## config.mk

```make
export PLATFORM = sky130hd
export DESIGN_NAME = irq_capture
export DESIGN_NICKNAME = d
export VERILOG_FILES = /design/src/rtl/irq_capture.sv
export SDC_FILE = /design/constraint.sdc
export NUM_CORES = 1
export LEC_CHECK = 0
export ABC_AREA = 1
export BUFFER_PORTS_ARGS = -buffer_cell sky130_fd_sc_hd__clkbuf_2
export CORE_MARGIN = 3
export CORE_UTILIZATION = 46
export CTS_CLUSTER_SIZE = 28
export DETAILED_ROUTE_END_ITERATION = 10
export PLACE_DENSITY_LB_ADDON = 0.15
export SYNTH_ARGS = -nofsm -noshare
export SYNTH_HDL_FRONTEND = slang
export SYNTH_SLANG_ARGS = --single-unit
```

## constraint.sdc

```tcl
create_clock -name clk -period 0.9 [get_ports clk]
set_clock_uncertainty 0.05 [all_clocks]
set_input_delay 0.09 -clock clk [delete_from_list [all_inputs] [get_ports clk]]
set_output_delay 0.09 -clock clk [all_outputs]
set_load 0.1 [all_outputs]
```

## src/rtl/irq_capture.sv

```systemverilog
module irq_capture #(
  parameter int NLINES = 8,
  parameter logic [NLINES-1:0] WMASK = 8'hF8,
  localparam int IW = (NLINES > 1) ? $clog2(NLINES) : 1
) (
  input  logic              clk,
  input  logic              por_n,
  input  logic              ctl_rst,
  input  logic [NLINES-1:0] req_in,
  input  logic              trig_we,
  input  logic [NLINES-1:0] trig_wdata,
  output logic [NLINES-1:0] trig_rdata,
  input  logic              ack_valid,
  input  logic [IW-1:0]     ack_idx,
  output logic [NLINES-1:0] pending
);

  logic [NLINES-1:0] trig_q, hist_q, pend_q, ack_vec, rise;

  assign ack_vec    = ack_valid ? ({{(NLINES-1){1'b0}}, 1'b1} << ack_idx) : '0;
  assign rise       = req_in & ~hist_q;
  assign trig_rdata = trig_q;
  assign pending    = pend_q;

  always_ff @(posedge clk or negedge por_n)
    if (!por_n)       trig_q <= '0;
    else if (trig_we) trig_q <= trig_wdata & WMASK;

  always_ff @(posedge clk or negedge por_n)
    if (!por_n) begin
      hist_q <= '0;
      pend_q <= '0;
    end else if (ctl_rst) begin
      hist_q <= '0;
      pend_q <= '0;
    end else begin
      hist_q <= req_in;
      pend_q <= (trig_q & req_in) | (~trig_q & ((pend_q & ~ack_vec) | rise));
    end

  a_r2_level_follows: assert property (@(posedge clk) disable iff (!por_n)
    !ctl_rst |=> ((pending & $past(trig_q)) == ($past(req_in) & $past(trig_q))));

  a_r3_edge_holds: assert property (@(posedge clk) disable iff (!por_n)
    (!ctl_rst && !ack_valid) |=> (((pending & $past(pend_q)) & ~$past(trig_q)) == ($past(pend_q) & ~$past(trig_q))));

  a_r5_level_survives_ack: assert property (@(posedge clk) disable iff (!por_n)
    (ack_valid && !ctl_rst && trig_q[ack_idx] && req_in[ack_idx]) |=> pending[$past(ack_idx)]);

  a_r5_edge_ack_clears: assert property (@(posedge clk) disable iff (!por_n)
    (ack_valid && !ctl_rst && !trig_q[ack_idx] && !rise[ack_idx]) |=> !pending[$past(ack_idx)]);

  a_r6_new_edge_wins: assert property (@(posedge clk) disable iff (!por_n)
    (ack_valid && !ctl_rst && !trig_q[ack_idx] && rise[ack_idx]) |=> pending[$past(ack_idx)]);

  a_r7_mask_respected: assert property (@(posedge clk) disable iff (!por_n)
    (trig_rdata & ~WMASK) == '0);

  a_r8_ctl_clears: assert property (@(posedge clk) disable iff (!por_n)
    ctl_rst |=> (pending == '0));

  a_r8_trig_kept: assert property (@(posedge clk) disable iff (!por_n)
    (ctl_rst && !trig_we) |=> $stable(trig_rdata));

endmodule

```

### After elaboration in Yosys (flattened, before gate mapping)

Index checks and enable logic that the tools add are counted.

* bits in read-only memories: 0
* input bits: 24
* latch bits: 0
* memory bits (writable): 0
* flip-flop bits (word level): 21
* output and inout bits: 16
* memories: 0

* bitwise operators: 9
* divide/modulo/power cells: 0
* magnitude comparators: 0
* reductions and logical operators: 0
* equal/unequal tests: 0
* add/sub/neg operators: 0
* $mul: 0
* multiplexer cells: 3
* shift operators: 1

Operators by type and width (number)
* bitwise AND 8 bit: 4
* 2-to-1 mux 8 bit: 3
* inverter 8 bit: 3
* OR 8 bit: 2
* left shift 1 x 3 -> 8 bit (first input constant): 1

### Longest topological paths before layout

Gate-level depths: netlist of run 1.

* word-level depth: 8
* depth in mapped cells: 5
* gate-level depth less buffers: 5

### Worst setup path after synthesis of run 1

Ideal clock, no wire load.

* path kind: reg2reg
* start: register trig_q[6], in the netlist trig_rdata[6]
* end: register pend_q[6], in the netlist pending[6]
* cell stages (with the launch flop): 6
* required time: 734 ps
* buffers on the path: 0
* arrival time: 1274 ps
* setup time: 116 ps
* slack: -541 ps
* period minus slack after synthesis: 1441 ps
* cell sequence: dfrtp_1 > inv_1 > nand2_1 > nor2_1 > nand2_1 > nand2_1

* longest elaborated chain between the ends: 4

RTL lines
* start, declared: line 18 `logic [NLINES-1:0] trig_q, hist_q, pend_q, ack_vec, rise;`
* start signal, assigned: line 27 `else if (trig_we) trig_q <= trig_wdata & WMASK;`
* inverter 8 bit: line 38 `pend_q <= (trig_q & req_in) | (~trig_q & ((pend_q & ~ack_vec) | rise));`
* bitwise AND 8 bit: line 38
* OR 8 bit *: line 38
* 2-to-1 mux 8 bit *: line 33 `end else if (ctl_rst) begin`
* end signal, assigned: line 38
* end, declared: line 18

Mark *: on every way between the ends. The rest lies on a longest branch, timed or not.
A chain may end at the register's enable or synchronous reset.

### Worst setup path in the final report of run 1

* start: register pend_q[1], in the netlist pending[1]
* end: output pending[1]

RTL lines
* end, declared: line 15 `output logic [NLINES-1:0] pending`

No word-level cell between the ends.

==> results of run 1 <==
## layer usage
| metal | global-route usage [%] | up-vias | wire (microns) |
|---|---|---|---|
| li1 | - | 472 | - |
| met1 | 24.8 | 436 | 1050 |
| met2 | 40.9 | 23 | 1460 |
| met3 | 3.70 | 2 | 76 |
| met4 | 6.81 | 0 | 17 |
| met5 | 0 | - | 0 |
## cell usage after synthesis, drive strengths merged
| master | instances | area [sq um] |
|---|---|---|
| dfrtp | 21 | 526 |
| inv | 25 | 93.8 |
| buf | 5 | 38.8 |
| conb | 1 | 3.75 |
| o21ai | 5 | 25.0 |
| nor2 | 20 | 120 |
| nand2 | 49 | 184 |
## how the worst max path moves through the flow
stage,startpoint,endpoint,slack (ns),cells after the start
floorplan,trig_rdata[6]$_DFFE_PN0P_,pending[6]$_DFF_PN0_,-0.14,5
global placement,trig_rdata[6]$_DFFE_PN0P_,pending[6]$_DFF_PN0_,0.03,5
detailed placement,trig_rdata[6]$_DFFE_PN0P_,pending[6]$_DFF_PN0_,-0.009,5
CTS,pending[1]$_DFF_PN0_,pending[1],-0.24,1
global route,pending[2]$_DFF_PN0_,pending[2],-0.26,1
finish,pending[1]$_DFF_PN0_,pending[1],-0.23,1
## per-stage QoR
step | setup slack, ns | area, sq um | hold slack [ns] | utilization, % | power, mW
final | -0.229 | 1740 | 0.0814 | 87.0 | 2.66
after global placement | 0.0305 | 1430 | 0.0349 | 71.4 | 2.05
after detailed placement | -0.00909 | 1430 | 0.0371 | 71.4 | 2.07
after floorplan | -0.137 | 1050 | -0.256 | - | 1.72
after global routing | -0.262 | 1740 | 0.0978 | 87.0 | 2.77
after CTS | -0.241 | 1700 | 0.0705 | 84.9 | 2.64
## flip-flops by register name (all words and copies together) (netlist names)
register / flops
hist_q: 8
pending: 8
trig_rdata: 5
## kinds of logic (layout without fill, tap and decap cells)
| logic type | after synthesis | after routing |
|---|---|---|
| AND/OR/NAND/NOR | 69 | 69 |
| buffers and inverters | 30 | 86 |
| other | 1 | 3 |
| flip-flops | 21 | 21 |
| AO/OA/AOI/OAI | 5 | 5 |
## worst reg2reg max path, cell delays in order (launching register included)
cell	delay, ns
dfrtp_4	0.51
buf_6	0.13
inv_4	0.05
nand2_1	0.04
nor2_1	0.11
nand2_1	0.07
nand2_1	0.05
## cell type report
type | count | area (sq um) | area share [%]
clock buffer | 3 | 22.5 | 1.29
clock inverter | 1 | 5.00 | 0.287
inverter | 25 | 106 | 6.11
multi-input combinational | 77 | 383 | 22.0
sequential | 21 | 574 | 33.0
tap | 27 | 33.8 | 1.94
timing repair buffer | 57 | 617 | 35.4
## power groups by stage
stage	clock, mW	combinational, mW	sequential [mW]
6_report	0.437	1.10	1.12
5_1_grt	0.492	1.15	1.13
4_1_cts	0.462	1.06	1.12
3_5_place_dp	0	0.928	1.14
3_3_place_gp	0	0.914	1.14
2_1_floorplan	0	0.213	1.50
## timing repair
action                                  in CTS  in global routing
endpoints found under the setup margin      15                 25
gates cloned                                 0                  0
endpoints found under the hold margin       34                  0
setup buffers                                7                  2
hold buffers                                15                  0
resized for setup                           12                 17
pin swaps                                    7                 10
==> out/qor.txt, run 1 <==
Num CTS Buffers = 3
Final TNS setup = -3.50 ns
Unique masters post-synth = 10
Congestion Overflow GR = 0
XOR/XNOR Fraction of Synth Area = 0%
Flop pwr share = 42.1%
Max Fanout on Critical Path = 2
fill cell count = 114
row count = 16
R2R depth = 6
mux cell area share after synthesis = 0%
proportion of power drawn by combinational gates = 41.4%
DRC errors left = 0
post-synthesis compound-gate area fraction = 2.53%
Routed Wire Length = 2.61 mm
pwr/cell area = 1530 nW/um^2
status = complete, but fails checks
ant diodes = 0
drt first pass iters = 4
min-delay worst type = input pin to register
most frequent cells in the layout = 45 x nand2_1, 20 x clkbuf_2, 17 x inv_1, 15 x dlygate4sd3_1, 14 x buf_12
WS Path Type = register to output pin
slowest stage delay, CP = 0.52 ns
delay-heaviest family, CP = flip-flops
post-synthesis sequential area ratio = 53.0%
clock tree buffer depth = 2
final setup margin = -0.229 ns
Leak = 0.872 nW
YS warnings = 0
htree depth = 1
Placed Instances = 185
Initial Utilization = 49.5%
main combinational cell family by area after synthesis = simple AND/OR/NAND/NOR gates
simple-gate portion of the synthesized area = 30.7%
gpl congestion = 0.789
Final HPWL DP = 1.61 mm
failing checks = negative setup slack
clock share of power = 16.4%
post-synthesis register bit count = 21
Clock transition at path regs = 0.11 ns
fin. max-slew vios = 0
Worst-Margin Slew = 0.511 ns
CP startpoint kind = register
GR Util All Layers = 21.8%
vias in the first global route = 958
most common cell after layout, fill and taps aside = nand2_1
CP required = 0.76 ns
Switching Share = 38.9%
fin crit period = 1.13 ns
core area = 2000 sq um
clock latency on the worst-skew pair = 0.29 ns
max_slew headroom = 65.9%
I/O Buffers = 33
Max Clock Freq = 886 MHz
reg2reg start = trig_rdata[6]$_DFFE_PN0P_
Die H = 52.4 microns
post-synthesis cell count = 126
die area = 2750 sq um
Via Count = 933
DR WL/cell = 12.4 microns
pin count of the biggest net entering global routing = 22
CTS root buf = clkbuf_4
Max VDD drop = 1.45 mV
Die W = 52.4 microns
antenna violations before repair = 0
CTS tree = yes
CP max-delay cell = dfrtp_4
P_sw = 1.03 mW
Setup crit end kind = output pin
MaxCap Viol Count = 0
Final Hold Vio Count = 0
share of layout cells above drive strength 1 = 46.7%
Avg Cell Area, Syn = 7.86 sq um
DRT antenna net count = 0
Final period util = 125%
Vias/cell = 4.42
WP data arrival = 0.99 ns
Syn-to-layout area delta = 75.8%
DR iter-0 viols = 11
Final nets = 209
Internal = 1.63 mW
Reg-to-Reg End = pending[6]$_DFF_PN0_
cells along the critical path = buf_12
WP buf/inv = 1
Synth Cell Area = 991 sq um
Final setup violation count = 22
Worst Hold Launch = ack_idx[1]
first-pass GRT wire length = 4.23 mm
CTS sink cnt = 21
RSZ-0062 raised after global routing = true
Min-Delay Path Depth = 5
num ports = 40
Worst Hold Endpoint = pending[5]$_DFF_PN0_
flop-to-flop setup slack = -0.16 ns
Synth Area in Adders = 0%
Final Instance Count excl. Fillers = 211
Note: power is estimated with default switching activity, not from simulation.
==> run 2, diff against run 1 <==
--- a/config.mk
+++ b/config.mk
@@ -12,6 +12,7 @@
 export CTS_CLUSTER_SIZE = 28
 export DETAILED_ROUTE_END_ITERATION = 10
 export PLACE_DENSITY_LB_ADDON = 0.15
+export SKIP_CTS_REPAIR_TIMING = 1
 export SYNTH_ARGS = -nofsm -noshare
 export SYNTH_HDL_FRONTEND = slang
 export SYNTH_SLANG_ARGS = --single-unit
==> out/qor.txt, run 2 (synthesis results as in run 1) <==
status = complete, but fails checks
failing checks = negative setup slack
Routed Wire Length = 2.46 mm (-5.6%)
max_slew headroom = 65.0% (-0.93 points)
Placed Area = 1430 sq um (unchanged)
htree depth = 1 (unchanged)
first-pass GRT wire length = 3.24 mm (-23%)
CP max-delay cell = dfrtp_4
DR iter-0 viols = 9 (-2)
I/O Buffers = 33 (unchanged)
cells along the critical path = buf_12
DRC errors left = 0 (unchanged)
Final TNS setup = -3.31 ns (+0.191 ns)
Die W = 52.4 microns (unchanged)
Syn-to-layout area delta = 71.7%
Final period util = 126% (+0.91 points)
Final HPWL DP = 1.61 mm (unchanged)
Worst-Margin Slew = 0.525 ns (+0.0140 ns)
Congestion Overflow GR = 0 (unchanged)
design area = 1700 sq um (-2.3%)
CTS root buf = clkbuf_4
RSZ-0062 raised after global routing = true
Worst setup startpoint = trig_rdata[4]$_DFFE_PN0P_
Clock transition at path regs = 0.12 ns (about the same)
Die H = 52.4 microns (unchanged)
core area = 2000 sq um (unchanged)
vias in the first global route = 774 (-19%)
clock tree buffer depth = 2 (unchanged)
Final Hold Vio Count = 0 (unchanged)
Min-Delay Path Depth = 5 (unchanged)
slowest stage delay, CP = 0.52 ns (about the same)
Num CTS Buffers = 3 (unchanged)
CP startpoint kind = register
CTS sink cnt = 21 (unchanged)
clock latency on the worst-skew pair = 0.29 ns (about the same)
R2R depth = 6 (unchanged)
Via Count = 916 (-1.8%)
DRT antenna net count = 0 (unchanged)
WP buf/inv = 1 (unchanged)
fin. max-slew vios = 0 (unchanged)
num ports = 40 (unchanged)
Max Fanout on Critical Path = 2 (unchanged)
WP depth = 1 (unchanged)
most common cell after layout, fill and taps aside = nand2_1
Final nets = 208 (-0.48%)
Initial Utilization = 49.5% (unchanged)
CP required = 0.76 ns (about the same)
CTS tree = yes
most frequent cells in the layout = 47 x nand2_1, 20 x clkbuf_2, 17 x inv_1, 15 x dlygate4sd3_1, 14 x buf_12
Max Clock Freq = 880 MHz (-0.72%)
pin count of the biggest net entering global routing = 22 (unchanged)
WS Path Type = register to output pin
GR Util All Layers = 16.8% (-5.0 points)
reg2reg start = trig_rdata[6]$_DFFE_PN0P_
antenna violations before repair = 0 (unchanged)
Worst Hold Launch = ack_idx[1]
Max VDD drop = 1.44 mV (-0.81%)
Final setup violation count = 21 (-4.5%)
Setup crit end kind = output pin
final setup margin = -0.237 ns (-0.00817 ns)
Vias/cell = 4.36 (-1.4%)
die area = 2750 sq um (unchanged)
pwr/cell area = 1540 nW/um^2 (+0.71%)
drt first pass iters = 4 (unchanged)
DR WL/cell = 11.7 microns (-5.1%)
fin crit period = 1.14 ns (+0.00817 ns)
Final Power = 2.62 mW (-1.6%)
fin util = 85.0% (-2.0 points)
WP data arrival = 1.00 ns (about the same)
MaxCap Viol Count = 0 (unchanged)
ant diodes = 0 (unchanged)
min-delay worst type = input pin to register
share of layout cells above drive strength 1 = 43.2% (-3.6 points)
Leak = 0.862 nW (-1.1%)
pre-CTS WS = -0.00909 ns (unchanged)
delay-heaviest family, CP = flip-flops
row count = 16 (unchanged)
gpl congestion = 0.789 (unchanged)
[run 2: final cells by class]
class,count,area [sq um]
clock inverters,1,5.00
clock buffers,3,22.5
inverters,25,101
flip-flops and latches,21,574
fillers,131,300
well taps,27,33.8
repair buffers,56,598
multi-input cells,77,367
[run 2: worst paths after layout]
kind | to | slack (ns)
worst max-delay path | trig_rdata[4] | -0.24
worst min-delay path | pending[0]$_DFF_PN0_ | 0.08
worst max register to register | pending[6]$_DFF_PN0_ | -0.18
worst min register to register | pending[2]$_DFF_PN0_ | 0.43
max in group asynchronous | trig_rdata[5]$_DFFE_PN0P_ | 0.16
min in group asynchronous | trig_rdata[4]$_DFFE_PN0P_ | 0.23
[run 2: report_power, final]
group	switching (mW)	internal, mW
Sequential	0.0737	1.05
Clock	0.266	0.165
Combinational	0.670	0.394
[run 2: layer usage]
metal | global-route usage (%) | share of wire (%)
met2 | 30.6 | 56
met1 | 18.8 | 38
met4 | 6.38 | 1.3
met5 | 0 | 0
met3 | 3.70 | 5.0
[run 2: worst register-to-register path, stage by stage, from the launching register on]
cell	delay, ns
dfrtp_4	0.51
buf_6	0.13
inv_4	0.05
nand2_1	0.04
nor2_1	0.11
nand2_1	0.07
nand2_1	0.06
[run 2: per-stage QoR]
| stage | cells | hold slack [ns] |
|---|---|---|
| floorplan | 128 | -0.256 |
| global placement | 185 | 0.0349 |
| detailed placement | 185 | 0.0371 |
| CTS | 189 | -0.296 |
| global route | 210 | 0.0863 |
| finish | 210 | 0.0810 |
==> run 3, diff against run 2 <==
--- a/config.mk
+++ b/config.mk
@@ -13,6 +13,7 @@
 export DETAILED_ROUTE_END_ITERATION = 10
 export PLACE_DENSITY_LB_ADDON = 0.15
 export SKIP_CTS_REPAIR_TIMING = 1
+export SKIP_LAST_GASP = 1
 export SYNTH_ARGS = -nofsm -noshare
 export SYNTH_HDL_FRONTEND = slang
 export SYNTH_SLANG_ARGS = --single-unit
==> out/qor.txt, run 3 (synthesis results as in run 1) <==
status = complete, but fails checks
failing checks = negative setup slack
num ports = 40 (unchanged)
Final setup violation count = 21 (unchanged)
Final nets = 208 (unchanged)
pwr/cell area = 1560 nW/um^2 (+1.2%)
CTS tree = yes
Via Count = 938 (+2.4%)
Max Clock Freq = 875 MHz (-0.55%)
Leak = 0.856 nW (-0.61%)
Initial Utilization = 49.5% (unchanged)
Max Fanout on Critical Path = 2 (unchanged)
die area = 2750 sq um (unchanged)
Max VDD drop = 1.55 mV (+7.8%)
WP buf/inv = 1 (unchanged)
fin crit period = 1.14 ns (+0.00628 ns)
Die H = 52.4 microns (unchanged)
DR iter-0 viols = 14 (+5)
Worst-Margin Slew = 0.515 ns (-0.00979 ns)
Clock transition at path regs = 0.12 ns (about the same)
max_slew headroom = 65.7% (+0.65 points)
DR WL/cell = 12.5 microns (+6.4%)
GR Util All Layers = 16.8% (unchanged)
DRC errors left = 0 (unchanged)
Final HPWL DP = 1.61 mm (unchanged)
row count = 16 (unchanged)
most common cell after layout, fill and taps aside = nand2_1
Final Hold Vio Count = 0 (unchanged)
vias in the first global route = 774 (unchanged)
htree depth = 1 (unchanged)
Num CTS Buffers = 3 (unchanged)
WP data arrival = 1.00 ns (about the same)
min-delay worst type = input pin to register
Final period util = 127% (+0.70 points)
Vias/cell = 4.47 (+2.4%)
Met2 Routed Length = 1.47 mm (+6.2%)
I/O Buffers = 33 (unchanged)
MaxCap Viol Count = 0 (unchanged)
CTS root buf = clkbuf_4
ant diodes = 0 (unchanged)
antenna violations before repair = 0 (unchanged)
Final Power = 2.62 mW (+0.27%)
final setup margin = -0.243 ns (-0.00628 ns)
share of layout cells above drive strength 1 = 41.5% (-1.6 points)
CP max-delay cell = dfrtp_4
Congestion Overflow GR = 0 (unchanged)
fin. max-slew vios = 0 (unchanged)
first-pass GRT wire length = 3.24 mm (unchanged)
highest metal used = met4
CP required = 0.76 ns (about the same)
met3 WL post-DR = 91 microns (-25%)
Syn-to-layout area delta = 70.2%
gpl congestion = 0.789 (unchanged)
wl on met1 = 1.03 mm (+11%)
delay-heaviest family, CP = flip-flops
RSZ-0062 raised after global routing = true
Die W = 52.4 microns (unchanged)
slowest stage delay, CP = 0.52 ns (about the same)
DRT antenna net count = 0 (unchanged)
Setup crit end kind = output pin
CTS sink cnt = 21 (unchanged)
pin count of the biggest net entering global routing = 22 (unchanged)
clock latency on the worst-skew pair = 0.30 ns (about the same)
cells along the critical path = buf_12
WS Path Type = register to output pin
clock tree buffer depth = 2 (unchanged)
core area = 2000 sq um (unchanged)
CP startpoint kind = register
most frequent cells in the layout = 47 x nand2_1, 20 x clkbuf_2, 17 x inv_1, 15 x dlygate4sd3_1, 14 x buf_12
Final TNS setup = -3.56 ns (-0.248 ns)
drt first pass iters = 4 (unchanged)
Routed Wire Length = 2.62 mm (+6.4%)
-- run 3: cell counts in the layout (fill, tap and decap cells not counted) --
Identical to the previous run, type by type.
-- run 3: cell type report --
type,count,area [sq um]
Sequential cell,21,574
Clock inverter,1,5.00
Timing Repair Buffer,56,594
Multi-Input combinational cell,77,355
Inverter,25,101
Clock buffer,3,22.5
Tap cell,27,33.8
Fill cell,127,315
-- run 3: final timing paths --
path / start / to / slack (ns) / cells past startpoint
min: trig_we / trig_rdata[5]$_DFFE_PN0P_ / 0.08 / 2
max in group asynchronous: por_n / pending[3]$_DFF_PN0_ / 0.18 / 2
max reg2reg: trig_rdata[6]$_DFFE_PN0P_ / pending[6]$_DFF_PN0_ / -0.18 / 6
min reg2reg: hist_q[2]$_DFF_PN0_ / pending[2]$_DFF_PN0_ / 0.43 / 3
min in group asynchronous: por_n / trig_rdata[4]$_DFFE_PN0P_ / 0.22 / 2
max: trig_rdata[4]$_DFFE_PN0P_ / trig_rdata[4] / -0.24 / 1
-- run 3: stage by stage --
step	instance area, sq um	worst slack [ns]	util (%)	cells	hold WS [ns]
2_1_floorplan	1050	-0.137	-	128	-0.256
3_3_place_gp	1430	0.0305	71.4	185	0.0349
3_5_place_dp	1430	-0.00909	71.4	185	0.0371
4_1_cts	1460	-0.248	72.8	189	-0.296
5_1_grt	1690	-0.267	84.3	210	0.0723
6_report	1690	-0.243	84.3	210	0.0763
-- run 3: report_power, final --
group | internal (mW) | switching, mW
registers | 1.05 | 0.0749
logic | 0.388 | 0.667
clock network | 0.165 | 0.281
total | 1.60 | 1.02
-- run 3: routing by layer --
metal  track usage (%)  up-vias
met1              18.8      442
met3              3.70        4
li1                  -      465
met4              6.38        0
met5                 0        -
met2              30.6       27
